==> config.mk <==
export PLATFORM = sky130hd
export DESIGN_NAME = c16_decoder
export DESIGN_NICKNAME = d
export VERILOG_FILES = /design/src/rtl/c16_pkg.sv /design/src/rtl/c16_split.sv /design/src/rtl/c16_imm.sv /design/src/rtl/c16_op_decode.sv /design/src/rtl/c16_decoder.sv
export SDC_FILE = /design/constraint.sdc
export NUM_CORES = 1
export LEC_CHECK = 0
export BUFFER_PORTS_ARGS = -buffer_cell sky130_fd_sc_hd__buf_2
export CAP_MARGIN = 10
export CORE_MARGIN = 3
export CORE_UTILIZATION = 40
export DETAILED_ROUTE_END_ITERATION = 8
export GPL_TIMING_DRIVEN = 1
export PLACE_DENSITY = 0.54
export REMOVE_ABC_BUFFERS = 1
export SLEW_MARGIN = 20
export SYNTH_ARGS = -nofsm -noshare
export SYNTH_HDL_FRONTEND = slang
export SYNTH_HIERARCHICAL = 1
export SYNTH_SLANG_ARGS = --single-unit
==> constraint.sdc <==
create_clock -name clk -period 4.9 [get_ports clk]
set_input_delay 0.735 -clock clk [delete_from_list [all_inputs] [get_ports clk]]
set_output_delay 0.735 -clock clk [all_outputs]
set_load 0.01 [all_outputs]
==> src/rtl/c16_pkg.sv <==
package c16_pkg;

    localparam int HW    = 16;
    localparam int XLEN  = 32;
    localparam int RW    = 5;
    localparam int FW    = 3;
    localparam int NFLD  = 3;

    localparam logic [4:0] MJ_B     = 5'd2;
    localparam logic [4:0] MJ_JAL   = 5'd3;
    localparam logic [4:0] MJ_BEQZ  = 5'd4;
    localparam logic [4:0] MJ_BNEZ  = 5'd5;
    localparam logic [4:0] MJ_SHIFT = 5'd6;
    localparam logic [4:0] MJ_ADDI  = 5'd9;
    localparam logic [4:0] MJ_SLTI  = 5'd10;
    localparam logic [4:0] MJ_TBR   = 5'd12;
    localparam logic [4:0] MJ_LI    = 5'd13;
    localparam logic [4:0] MJ_CMPI  = 5'd14;
    localparam logic [4:0] MJ_LB    = 5'd16;
    localparam logic [4:0] MJ_LH    = 5'd17;
    localparam logic [4:0] MJ_LW    = 5'd19;
    localparam logic [4:0] MJ_SB    = 5'd24;
    localparam logic [4:0] MJ_SH    = 5'd25;
    localparam logic [4:0] MJ_SW    = 5'd27;
    localparam logic [4:0] MJ_RRR   = 5'd28;
    localparam logic [4:0] MJ_RR    = 5'd29;
    localparam logic [4:0] MJ_PFX   = 5'd30;

    localparam logic [RW-1:0] REG_T    = 5'd24;
    localparam logic [RW-1:0] REG_LINK = 5'd31;

    typedef enum logic [4:0] {
        UOP_ADD, UOP_SUB, UOP_SLT, UOP_XOR, UOP_AND, UOP_OR,
        UOP_SLL, UOP_SRL, UOP_SRA,
        UOP_LB, UOP_LH, UOP_LW, UOP_SB, UOP_SH, UOP_SW,
        UOP_B, UOP_BEQZ, UOP_BNEZ, UOP_JAL, UOP_JALX, UOP_ILL
    } uop_e;

    typedef struct packed {
        uop_e            op;
        logic [RW-1:0]   rd;
        logic [RW-1:0]   rs;
        logic [RW-1:0]   rt;
        logic [XLEN-1:0] imm;
        logic            imm_sel;
        logic            len4;
        logic            rsvd;
    } uop_t;

    typedef struct packed {
        logic          ext;
        logic [4:0]    major;
        logic [RW-1:0] rx;
        logic [RW-1:0] ry;
        logic [RW-1:0] rz;
        logic [HW-1:0] ins;
        logic [HW-1:0] nxt;
        logic [4:0]    pfx_hi;
        logic [5:0]    pfx_mid;
    } fields_t;

    typedef struct packed {
        logic [XLEN-1:0] ext_s;
        logic [XLEN-1:0] ext_z;
        logic [XLEN-1:0] ext_br;
        logic [XLEN-1:0] s8;
        logic [XLEN-1:0] z8;
        logic [XLEN-1:0] br8;
        logic [XLEN-1:0] br11;
        logic [XLEN-1:0] off5;
        logic [XLEN-1:0] sha;
        logic [XLEN-1:0] shx;
        logic [XLEN-1:0] jidx;
    } imm_cand_t;

    function automatic logic [RW-1:0] map_reg(input logic [FW-1:0] code);
        case (code)
            3'd0:    return 5'd16;
            3'd1:    return 5'd17;
            default: return {{(RW-FW){1'b0}}, code};
        endcase
    endfunction

endpackage

==> src/rtl/c16_split.sv <==
module c16_split
    import c16_pkg::*;
(
    input  logic [2*HW-1:0] window,
    output fields_t         f
);
    logic          is_pfx;
    logic [HW-1:0] ins;
    logic [FW-1:0] code   [NFLD];
    logic [RW-1:0] mapped [NFLD];

    assign is_pfx  = (window[HW-1:HW-5] == MJ_PFX);
    assign ins     = is_pfx ? window[2*HW-1:HW] : window[HW-1:0];
    assign code[0] = ins[10:8];
    assign code[1] = ins[7:5];
    assign code[2] = ins[4:2];

    for (genvar k = 0; k < NFLD; k++) begin : g_map
        assign mapped[k] = map_reg(code[k]);
    end

    always_comb begin
        f         = '0;
        f.ext     = is_pfx;
        f.major   = ins[15:11];
        f.rx      = mapped[0];
        f.ry      = mapped[1];
        f.rz      = mapped[2];
        f.ins     = ins;
        f.nxt     = window[2*HW-1:HW];
        f.pfx_hi  = is_pfx ? window[4:0]  : 5'd0;
        f.pfx_mid = is_pfx ? window[10:5] : 6'd0;
    end
endmodule

==> src/rtl/c16_imm.sv <==
module c16_imm
    import c16_pkg::*;
(
    input  fields_t   f,
    output imm_cand_t c
);
    logic [HW-1:0] raw;
    logic          unused_imm_bits;

    assign raw = {f.pfx_hi, f.pfx_mid, f.ins[4:0]};
    assign unused_imm_bits = ^{f.ext, f.major, f.rx, f.ry, f.rz, f.ins[15:11]};

    always_comb begin
        c        = '0;
        c.ext_s  = {{(XLEN-HW){raw[HW-1]}}, raw};
        c.ext_z  = {{(XLEN-HW){1'b0}}, raw};
        c.ext_br = {{(XLEN-HW-1){raw[HW-1]}}, raw, 1'b0};
        c.s8     = {{(XLEN-8){f.ins[7]}}, f.ins[7:0]};
        c.z8     = {{(XLEN-8){1'b0}}, f.ins[7:0]};
        c.br8    = {{(XLEN-9){f.ins[7]}}, f.ins[7:0], 1'b0};
        c.br11   = {{(XLEN-12){f.ins[10]}}, f.ins[10:0], 1'b0};
        c.off5   = {{(XLEN-5){1'b0}}, f.ins[4:0]};
        c.sha    = (f.ins[4:2] == 3'd0) ? XLEN'(8) : {{(XLEN-3){1'b0}}, f.ins[4:2]};
        c.shx    = {{(XLEN-5){1'b0}}, f.pfx_mid[5:1]};
        c.jidx   = {{(XLEN-28){1'b0}}, f.ins[4:0], f.ins[9:5], f.nxt, 2'b00};
    end
endmodule

==> src/rtl/c16_op_decode.sv <==
module c16_op_decode
    import c16_pkg::*;
(
    input  fields_t   f,
    input  imm_cand_t c,
    output uop_t      u
);
    logic bad;
    logic unused_dec_bits;

    assign unused_dec_bits = ^{f.ins[15:11], f.ins[7:5], f.nxt, f.pfx_hi, f.pfx_mid};

    always_comb begin
        u         = '0;
        u.op      = UOP_ILL;
        u.len4    = f.ext;
        u.imm_sel = 1'b1;
        bad       = 1'b0;
        case (f.major)
            MJ_B: begin
                u.op  = UOP_B;
                u.imm = f.ext ? c.ext_br : c.br11;
            end
            MJ_BEQZ, MJ_BNEZ: begin
                u.op  = (f.major == MJ_BEQZ) ? UOP_BEQZ : UOP_BNEZ;
                u.rs  = f.rx;
                u.imm = f.ext ? c.ext_br : c.br8;
            end
            MJ_TBR: begin
                u.rs  = REG_T;
                u.imm = f.ext ? c.ext_br : c.br8;
                case (f.ins[10:8])
                    3'd0:    u.op = UOP_BEQZ;
                    3'd1:    u.op = UOP_BNEZ;
                    default: bad  = 1'b1;
                endcase
            end
            MJ_JAL: begin
                bad    = f.ext;
                u.op   = f.ins[10] ? UOP_JALX : UOP_JAL;
                u.rd   = REG_LINK;
                u.imm  = c.jidx;
                u.len4 = 1'b1;
            end
            MJ_SHIFT: begin
                u.rd  = f.rx;
                u.rs  = f.ry;
                u.imm = f.ext ? c.shx : c.sha;
                case (f.ins[1:0])
                    2'd0:    u.op = UOP_SLL;
                    2'd2:    u.op = UOP_SRL;
                    2'd3:    u.op = UOP_SRA;
                    default: bad  = 1'b1;
                endcase
            end
            MJ_ADDI: begin
                u.op  = UOP_ADD;
                u.rd  = f.rx;
                u.rs  = f.rx;
                u.imm = f.ext ? c.ext_s : c.s8;
            end
            MJ_LI: begin
                u.op  = UOP_ADD;
                u.rd  = f.rx;
                u.imm = f.ext ? c.ext_z : c.z8;
            end
            MJ_SLTI: begin
                u.op  = UOP_SLT;
                u.rd  = REG_T;
                u.rs  = f.rx;
                u.imm = f.ext ? c.ext_s : c.z8;
            end
            MJ_CMPI: begin
                u.op  = UOP_XOR;
                u.rd  = REG_T;
                u.rs  = f.rx;
                u.imm = f.ext ? c.ext_z : c.z8;
            end
            MJ_LB, MJ_LH, MJ_LW: begin
                u.rd = f.ry;
                u.rs = f.rx;
                if (f.major == MJ_LB) begin
                    u.op = UOP_LB; u.imm = f.ext ? c.ext_s : c.off5;
                end else if (f.major == MJ_LH) begin
                    u.op = UOP_LH; u.imm = f.ext ? c.ext_s : (c.off5 << 1);
                end else begin
                    u.op = UOP_LW; u.imm = f.ext ? c.ext_s : (c.off5 << 2);
                end
            end
            MJ_SB, MJ_SH, MJ_SW: begin
                u.rs = f.rx;
                u.rt = f.ry;
                if (f.major == MJ_SB) begin
                    u.op = UOP_SB; u.imm = f.ext ? c.ext_s : c.off5;
                end else if (f.major == MJ_SH) begin
                    u.op = UOP_SH; u.imm = f.ext ? c.ext_s : (c.off5 << 1);
                end else begin
                    u.op = UOP_SW; u.imm = f.ext ? c.ext_s : (c.off5 << 2);
                end
            end
            MJ_RRR: begin
                bad       = f.ext;
                u.imm_sel = 1'b0;
                u.rd      = f.rz;
                u.rs      = f.rx;
                u.rt      = f.ry;
                case (f.ins[1:0])
                    2'd1:    u.op = UOP_ADD;
                    2'd3:    u.op = UOP_SUB;
                    default: bad  = 1'b1;
                endcase
            end
            MJ_RR: begin
                bad       = f.ext;
                u.imm_sel = 1'b0;
                u.rs      = f.rx;
                u.rt      = f.ry;
                u.rd      = f.rx;
                case (f.ins[4:0])
                    5'd2:    begin u.op = UOP_SLT; u.rd = REG_T; end
                    5'd10:   begin u.op = UOP_XOR; u.rd = REG_T; end
                    5'd12:   u.op = UOP_AND;
                    5'd13:   u.op = UOP_OR;
                    5'd14:   u.op = UOP_XOR;
                    default: bad  = 1'b1;
                endcase
            end
            default: bad = 1'b1;
        endcase
        if (bad) begin
            u      = '0;
            u.op   = UOP_ILL;
            u.rsvd = 1'b1;
            u.len4 = f.ext;
        end
    end
endmodule

==> src/rtl/c16_decoder.sv <==
module c16_decoder
    import c16_pkg::*;
(
    input  logic            clk,
    input  logic            rst,
    input  logic            in_valid,
    input  logic [31:0]     in_window,
    output logic            out_valid,
    output logic [4:0]      out_op,
    output logic [4:0]      out_rd,
    output logic [4:0]      out_rs,
    output logic [4:0]      out_rt,
    output logic [31:0]     out_imm,
    output logic            out_imm_sel,
    output logic            out_len4,
    output logic            out_rsvd
);
    fields_t   fld;
    imm_cand_t cand;
    uop_t      nxt_uop;
    uop_t      q;
    logic      q_valid;

    c16_split     split_i  (.window(in_window), .f(fld));
    c16_imm       imm_i    (.f(fld), .c(cand));
    c16_op_decode decode_i (.f(fld), .c(cand), .u(nxt_uop));

    always_ff @(posedge clk) begin
        if (rst) begin
            q       <= '0;
            q_valid <= 1'b0;
        end else begin
            q       <= nxt_uop;
            q_valid <= in_valid;
        end
    end

    assign out_valid   = q_valid;
    assign out_op      = q.op;
    assign out_rd      = q.rd;
    assign out_rs      = q.rs;
    assign out_rt      = q.rt;
    assign out_imm     = q.imm;
    assign out_imm_sel = q.imm_sel;
    assign out_len4    = q.len4;
    assign out_rsvd    = q.rsvd;
endmodule

# Word-level counts from Yosys, hierarchy flattened
# Index checks and enable logic that the tools add are counted.
totals:
  output_inout_bits: 56
  regBits: 56
  inputBits: 35
classes:
  reduce_logical: 24
  muxes: 42
  eq_ne: 30
  n_bitwise: 1
op_table:
  columns: ["operator", "n"]
  rows:
  - ["32-bit two-way mux", 11]
  - ["32-bit one-hot mux with 9 select lines", 1]
  - ["5-bit one-hot mux with 12 select lines", 1]
  - ["55-bit two-way mux", 1]
  - ["5-bit by 4-bit equality test with 1-bit output, second input constant", 9]
  - ["5-bit equality test, second input constant", 9]
  - ["5-bit one-hot mux with 2 select lines", 4]
  - ["16-bit two-way mux", 2]
  - ["5-bit one-hot mux with 3 select lines", 2]
  - ["5-bit one-hot mux with 6 select lines", 1]
  - ["13-bit OR reduction", 2]
  - ["5-bit one-hot mux with 4 select lines", 1]
  - ["2-bit OR reduction", 10]
  - ["3-bit OR reduction", 6]
  - ["5-bit by 2-bit equality test with 1-bit output, second input constant", 3]
  - ["5-bit by 3-bit equality test with 1-bit output, second input constant", 3]
  - ["5-bit two-way mux", 3]
  - ["5-bit OR reduction", 2]
  - ["3-bit by 1-bit equality test with 1-bit output, second input constant", 3]
  - ["3-bit logical NOT", 3]
  - ["1-bit two-way mux", 9]
  - ["2-bit two-way mux", 3]
  - ["1-bit one-hot mux with 6 select lines", 1]
  - ["3-bit one-hot mux with 2 select lines", 1]
  - ["5 further kinds", 6]

# Longest topological paths before layout
# Gate-level depths: netlist (run 1).
logic_depth:
  word_depth: 7
  mapped_depth: 16
  mapped_depth_nobuf: 12

# By module
# Netlist (run 1), hierarchy kept.
by_module_without_submodules:
  columns: ["module", "n_inst", "cells_each", "area_per_inst_um2"]
  rows:
  - ["c16_op_decode", 1, 959, 6008.3]
  - ["c16_imm", 1, 353, 2637.5]
  - ["c16_decoder", 1, 118, 1610.3]
  - ["c16_split", 1, 79, 649.4]

# Worst setup path after synthesis (run 1)
# Ideal clock, no wire load.
synth_path:
  path_type: "input port to flip-flop"
  from: "input port in_window[11]"
  to: "register q, in the netlist out_imm[17]"
  cell_stages: 14
  t_arrival_ns: 3.364
  path_buffers: 3
  slack_ns: 1.474
  cell_sequence: "and4b_4 nand2_4 inv_4 buf_6 mux2_2 nor2b_1 a2111o_1 a21oi_1 o21ai_2 or2_1 buf_6 buf_6 a41oi_2 nor2b_2"
synth_lines:
  columns: ["element", "line", "rtl"]
  rows:
  - ["from (decl)", "c16_decoder.sv:7", "input logic [31:0] in_window,"]
  - ["to (signal assigned)", "c16_decoder.sv:33", "q <= nxt_uop;"]
  - ["to (decl)", "c16_decoder.sv:21", "uop_t q;"]

==> results of run 1 <==
[sequential cells by signal, indices dropped and copies added, names as in the netlist]
register	flops
out_rd	5
out_rt	5
out_valid	1
out_imm_sel	1
out_op	5
out_imm	32
out_rs	5
out_rsvd	1
out_len4	1
[path summary, 6_finish.rpt]
path / endpoint / slack [ns]
setup / recovery: out_imm[3] / 0.99
hold / removal: out_valid / 0.62
[cell families after synthesis]
logic type	Yosys count	share of synthesized area [%]
mux	72	7.37
other cells	2	0.0689
simple gates	392	19.4
buf+inv	509	32.3
flops	56	10.3
compound gates	476	30.4
xor+xnor	2	0.161
[critical path: cells and delay by family]
kind                   cells  cell delay, ns
AO/OA/AOI/OAI              4            1.28
AND/OR/NAND/NOR            6            1.49
buffers and inverters      3            0.66
[cell usage after synthesis (all sizes together) (4+ instances only)]
cell,count,share of area [%]
o221ai,14,1.1
mux2i,39,3.6
a222oi,16,1.5
o211ai,11,0.76
inv,16,0.57
nor3,28,1.5
a221oi,22,1.8
a21oi,130,6.0
and4b,4,0.40
nand3,25,1.1
a311oi,4,0.32
o21ai,56,2.6
nor2,74,2.9
a21boi,4,0.28
o31ai,8,0.55
and2,8,0.46
mux2,32,3.6
a32o,5,0.46
a221o,6,0.55
a41oi,5,0.68
a31oi,38,2.4
dfxtp,56,10
or2,6,0.34
a31o,5,0.40
a22o,14,1.1
a211oi,10,0.73
a22oi,69,4.7
a32oi,6,0.48
o21a,4,0.28
nand2,126,4.5
nor2b,64,4.4
o22ai,17,0.98
buf,454,30
a2111oi,10,0.98
nand2b,13,0.75
clkbuf,39,1.3
and3,21,1.2
a21o,6,0.41
[per-layer routing]
metal | vias up | GRT usage (%)
met5 | - | 0
met4 | 0 | 11.1
met3 | 118 | 5.50
met2 | 660 | 41.2
met1 | 4791 | 38.1
li1 | 4614 | -
[power by group]
| part | switching, mW | internal (mW) | leakage (nW) | total [mW] |
|---|---|---|---|---|
| logic | 0.396 | 0.208 | 3.20 | 0.604 |
| registers | 0.00382 | 0.470 | 0.454 | 0.474 |
| clock network | 0.241 | 0.196 | 0.0708 | 0.437 |
| total | 0.641 | 0.874 | 3.73 | 1.52 |
[area by class of cell]
class / instances / area (um^2) / share of cell area, %
clock buffers: 5 / 125 / 1.30
flip-flops and latches: 56 / 1120 / 11.6
repair buffers: 166 / 1120 / 11.6
inverters: 16 / 65.1 / 0.675
diodes: 1 / 2.50 / 0.0260
clock inverters: 3 / 25.0 / 0.260
multi-input cells: 1076 / 6760 / 70.1
well taps: 335 / 419 / 4.35
[through the flow]
stage | cells | hold slack [ns]
global placement | 1649 | 0.949
detailed placement | 1649 | 0.955
global route | 1657 | 0.632
CTS | 1657 | 0.614
finish | 1658 | 0.621
floorplan | 1148 | 0.801
==> reports/results.tsv, run 1 <==
stage	metric	value	unit
outcome	status	finished clean	
yosys	ys_seq_area_share	10.3	%
route	wl	41.1	mm
route	wire_per_inst	24.8	um
setup_path	critPathArrivalTime	4.19	ns
setup_path	critical-path-max-stage-delay	0.51	ns
setup_path	end_kind	flop	
layout	most-common-layout-cells	134 x conb_1, 130 x a21oi_1, 123 x nand2_1, 90 x buf_2, 69 x a22oi_1	
power	powerDensity	157	nW/um^2
timing	layout_min_cycle_time	3.91	ns
layout	num-fill-cells	2881	
cts	cts_resized	0	
place	pre_cts_slack	0.771	ns
layout	layout-drive-gt1-share	21.3	%
layout	final_core_util	36.5	%
cts	post_cts_buffers	0	
setup_path	critPathSlowestCell	or3b_4	
timing	tightest_slew	0.847	ns
route	drt_pass1_iterations	7	
setup_path	start_kind	input port	
yosys	synthFlopType	dfxtp_1	
timing	slew_headroom	43.5	%
yosys	synth_warnings	6	
die	die_h	171	um
setup_path	critPathRequiredTime	5.18	ns
yosys	ys_types	94	
min_path	worst_hold_path_type	input port to flop	
timing	fin_crit_sh	79.8	%
global_route	antenna_found_initial	0	
route	topRoutingLayerUsed	met4	
timing	fmaxAchievable	256	MHz
die	core	26400	um^2
setup_path	crit_fanout	29	
timing	hold_viol	0	
yosys	netlist_instances	1509	
timing	fin_ws	0.988	ns
die	dieArea	29300	um^2
route	wl_met1	17.3	mm
yosys	async_flop_share	0	%
setup_path	crit_type	input port to flop	
cts	cts_tree	built	
route	drc_errors	0	
min_path	holdPathStages	2	
place	portBuffers	90	
route	routed-wl-met3	4.43	mm
route	via_per_inst	6.14	
die	die_x	171	um
route	vias	10183	
yosys	synth_edf_count	0	
cts	clk_pin_slew	0.11	ns
power	leakage	3.73	nW
yosys	syn-cell-area	10900	um^2
layout	final_cell_area	9640	um^2
route	drtIter0Drc	1574	
cts	ctsHoldBuffers	0	
layout	area_growth	-11.6	%
yosys	yosys_register_bits	56	
place	dpl.hpwl	28.3	mm
flow_run	max_cap_viol_count	0	
timing	setup_viol	0	
cts	cts_sinks	56	
global_route	grt_overflow	0	
die	io_pins	91	
route	wl_met2	17.7	mm
cts	htree_levels	2	
die	initial_core_util	41.3	%
cts	numCtsBuffers	5	
place	gp_congestion	0.978	
die	rows	59	
layout	final_nets	1356	
yosys	avgSynthCellArea	7.23	um^2
setup_path	crit_path_start	in_window[11]	
global_route	grt_pass1_wl	61.8	mm
global_route	grt_usage	27.4	%
setup_path	crit_chain	buf_2 -> and4b_4 -> nand2_4 -> o21a_2 -> buf_12 -> or3b_4 -> nor2_2 -> buf_4 -> nor2_1 -> o31ai_1 -> a22oi_1 -> a41oi_1 -> nor2b_1	
timing	drv_slew	0	
min_path	worstHoldStart	in_valid	
cts	clk_path_buf_depth	2	
timing	grt_setup_unrepaired	no	
global_route	grt_pass1_vias	9500	
timing	setup_tns	0	ns
cts	clockRootBuffer	clkbuf_16	
layout	final_common_cell	conb_1	
power	peakVddDrop	132	uV
global_route	grt_max_degree	98	
power	p_total	1.52	mW
route	antenna_left	0	
place	placed_cell_area	9490	um^2
No activity file was read; power rests on OpenSTA's default activity.
==> run 2: changes to the inputs <==
ABC_AREA = 1   (was not set)
PLACE_DENSITY = 0.56   (was 0.54)
clock period = 3.3 ns   (was 4.9 ns; I/O delays follow)
==> reports/results.tsv, run 2 <==
stage	metric	value	unit	change
outcome	status	finished clean		
timing	layout_min_cycle_time	2.85	ns	
power	leakage	6.63	nW	+78%
setup_path	crit_chain	buf_2 -> inv_1 -> nor2_4 -> nand3_4 -> o21a_1 -> nor2_2 -> nand2_1 -> nor2_2 -> buf_4 -> inv_1 -> nand2_1 -> nand3_1 -> nand2_1 -> nand2_1 -> nor2_1 -> nor2_1 -> inv_1 -> nor2_1		
global_route	grt_pass1_wl	62.0	mm	+0.25%
route	drc_errors	0		unchanged
setup_path	crit_type	input port to flop		
min_path	holdPathEnd	out_valid		
yosys	async_flop_share	0	%	unchanged
die	rows	63		+6.8%
global_route	grt_max_degree	107		+9.2%
timing	setup_viol	0		unchanged
yosys	synth_common_cells	1063 x nand2_1, 384 x buf_4, 266 x nor2_1		
global_route	grt_pass1_vias	11267		+19%
route	drt_pass1_iterations	6		-1
layout	final_nets	2274		+68%
cts	htree_levels	2		unchanged
route	via_per_inst	4.75		-23%
layout	num-fill-cells	3463		+20%
route	antenna_left	0		unchanged
cts	post_cts_buffers	0		unchanged
power	peakVddDrop	197	uV	+49%
route	drtIter0Drc	1067		-32%
die	die_h	181	um	+5.6%
yosys	ys_types	32		-66%
place	dp.cells	2622		+59%
global_route	grt_usage	23.3	%	-4.1 points
yosys	yosysMostFrequentCell	nand2_1		
layout	multiInputGateArea	7410	um^2	+9.5%
layout	finalNonFillerCells	2630		+59%
timing	hold_ws	0.381	ns	-0.240 ns
setup_path	critPathRequiredTime	3.49	ns	-1.69 ns
layout	largest_reg_flops	32		unchanged
layout	final_common_cell	nand2_1		
yosys	syn-cell-area	12200	um^2	+12%
layout	diodes	0		-1
setup_path	start_kind	input port		
place	pre_cts_slack	0.172	ns	-0.599 ns
power	powerDensity	214	nW/um^2	+36%
yosys	yosys-top-cells-area	nand2_1 33%, buf_4 24%, dfxtp_1 9.2%		
yosys	synth_area_leader_cell	nand2_1		
cts	clk_pin_slew	0.07	ns	-0.04 ns
cts	cts_tree	built		
yosys	yosys_register_bits	56		unchanged
yosys	synthFlopType	dfxtp_1		
setup_path	critical-path-max-stage-delay	0.35	ns	-0.16 ns
yosys	avgSynthCellArea	5.01	um^2	-31%
place	dpl.hpwl	28.2	mm	-0.35%
cts	clockRootBuffer	clkbuf_16		
die	die_x	181	um	+5.6%
global_route	grt_overflow	0		unchanged
layout	layout-drive-gt1-share	9.24	%	-12 points
setup_path	critPathSlowestCell	nor2_2		
setup_path	end_kind	flop		
die	core	29900	um^2	+13%
timing	drv_slew	0		unchanged
cts	cts_sinks	56		unchanged
timing	fmaxAchievable	351	MHz	
flow_run	max_cap_viol_count	0		unchanged
min_path	holdPathStages	3		+1
layout	final_core_util	37.1	%	+0.56 points
global_route	antenna_found_initial	1		+1
yosys	synth_top_area_share	32.7	%	+5.8 points
cts	cts_resized	0		unchanged
place	placed_cell_area	10900	um^2	+15%
timing	slew_headroom	35.3	%	-8.2 points
yosys	synth_edf_count	0		unchanged
setup_path	crit_top_cell	nand2_1		
route	wl	38.9	mm	-5.2%
die	dieArea	32600	um^2	+11%
min_path	worstHoldStart	in_valid		
timing	fin_ws	0.453	ns	-0.534 ns
layout	final_cell_area	11100	um^2	+15%
route	wire_per_inst	14.8	um	-40%
layout	ff_latch_area	1120	um^2	unchanged
timing	hold_viol	0		unchanged
setup_path	crit_fanout	18		-38%
layout	most-common-layout-cells	1063 x nand2_1, 260 x nor2_1, 203 x inv_1, 139 x nand3_1, 134 x conb_1		
timing	fin_crit_sh	86.3	%	
cts	clk_path_buf_depth	2		unchanged
layout	area_growth	-9.30	%	
setup_path	critPathArrivalTime	3.04	ns	-1.15 ns
place	portBuffers	90		unchanged
yosys	ys_seq_area_share	9.19	%	-1.1 points
cts	ctsHoldBuffers	0		unchanged
setup_path	path_buf_inv	5		+2
route	vias	12482		+23%
die	initial_core_util	40.9	%	-0.41 points
place	gp_congestion	0.988		+1.1%
yosys	synth_warnings	6		unchanged
yosys	netlist_instances	2437		+61%
setup_path	path_delay_family	simple AND/OR/NAND/NOR gates		
cts	numCtsBuffers	5		unchanged
min_path	worst_hold_path_type	input port to flop		
timing	grt_setup_unrepaired	no		
timing	tightest_slew	0.960	ns	+0.113 ns
die	io_pins	91		unchanged
run 2: cell types whose count changed after synthesis, sizes merged, moves of 38 or more:
cell,change
nand2,+943
nor2,+203
inv,+201
nand3,+120
a21oi,-108
a22oi,-69
nor2b,-64
nand4,+51
mux2i,-39
a31oi,-38
run 2: power by group:
| part | switching (mW) | leakage [nW] | internal (mW) | total [mW] |
|---|---|---|---|---|
| registers | 0.00822 | 0.455 | 0.709 | 0.718 |
| logic | 0.674 | 6.09 | 0.299 | 0.973 |
| clock network | 0.316 | 0.0798 | 0.359 | 0.675 |
| total | 0.998 | 6.63 | 1.37 | 2.37 |
run 2: cell type report:
cell class	instances	area share, %
Clock buffer	5	1.13
Tap cell	390	4.41
Clock inverter	3	0.384
Inverter	217	7.43
Multi-Input combinational cell	1804	66.9
Sequential cell	56	10.1
Timing Repair Buffer	155	9.61
run 2: worst max-delay path by stage:
stage | from | endpoint | slack, ns | cells past startpoint
after global routing | in_window[13] | out_imm[25] | 0.25 | 18
after detailed placement | in_window[14] | out_imm[3] | 0.17 | 18
after floorplan | in_window[13] | out_imm[0] | -2.00 | 11
after CTS | in_window[14] | out_imm[3] | 0.49 | 18
after global placement | in_window[14] | out_imm[4] | 0.17 | 18
final | in_window[13] | out_imm[25] | 0.45 | 18
run 2: routing by layer:
| layer | global-route usage, % | share of wire (%) |
|---|---|---|
| met1 | 30.9 | 44 |
| met5 | 0 | 0.044 |
| met4 | 7.68 | 3.0 |
| met2 | 38.7 | 45 |
| met3 | 3.35 | 7.3 |
run 2: worst min-delay path, stage by stage:
cell	delay, ns
buf_2	0.07
inv_1	0.03
nor2_1	0.06
run 2: cell families after synthesis:
kind of cell	Yosys count	synth area share, %
compound gates	115	5.06
buf+inv	709	34.3
flops	56	9.19
other cells	2	0.0615
simple gates	1555	51.3
run 2: through the flow:
| stage | setup TNS, ns | total power [mW] |
|---|---|---|
| 2_1_floorplan | -104.93 | 1.34 |
| 3_3_place_gp | 0 | 1.69 |
| 3_5_place_dp | 0 | 1.69 |
| 4_1_cts | 0 | 2.39 |
| 5_1_grt | 0 | 2.55 |
| 6_report | 0 | 2.37 |
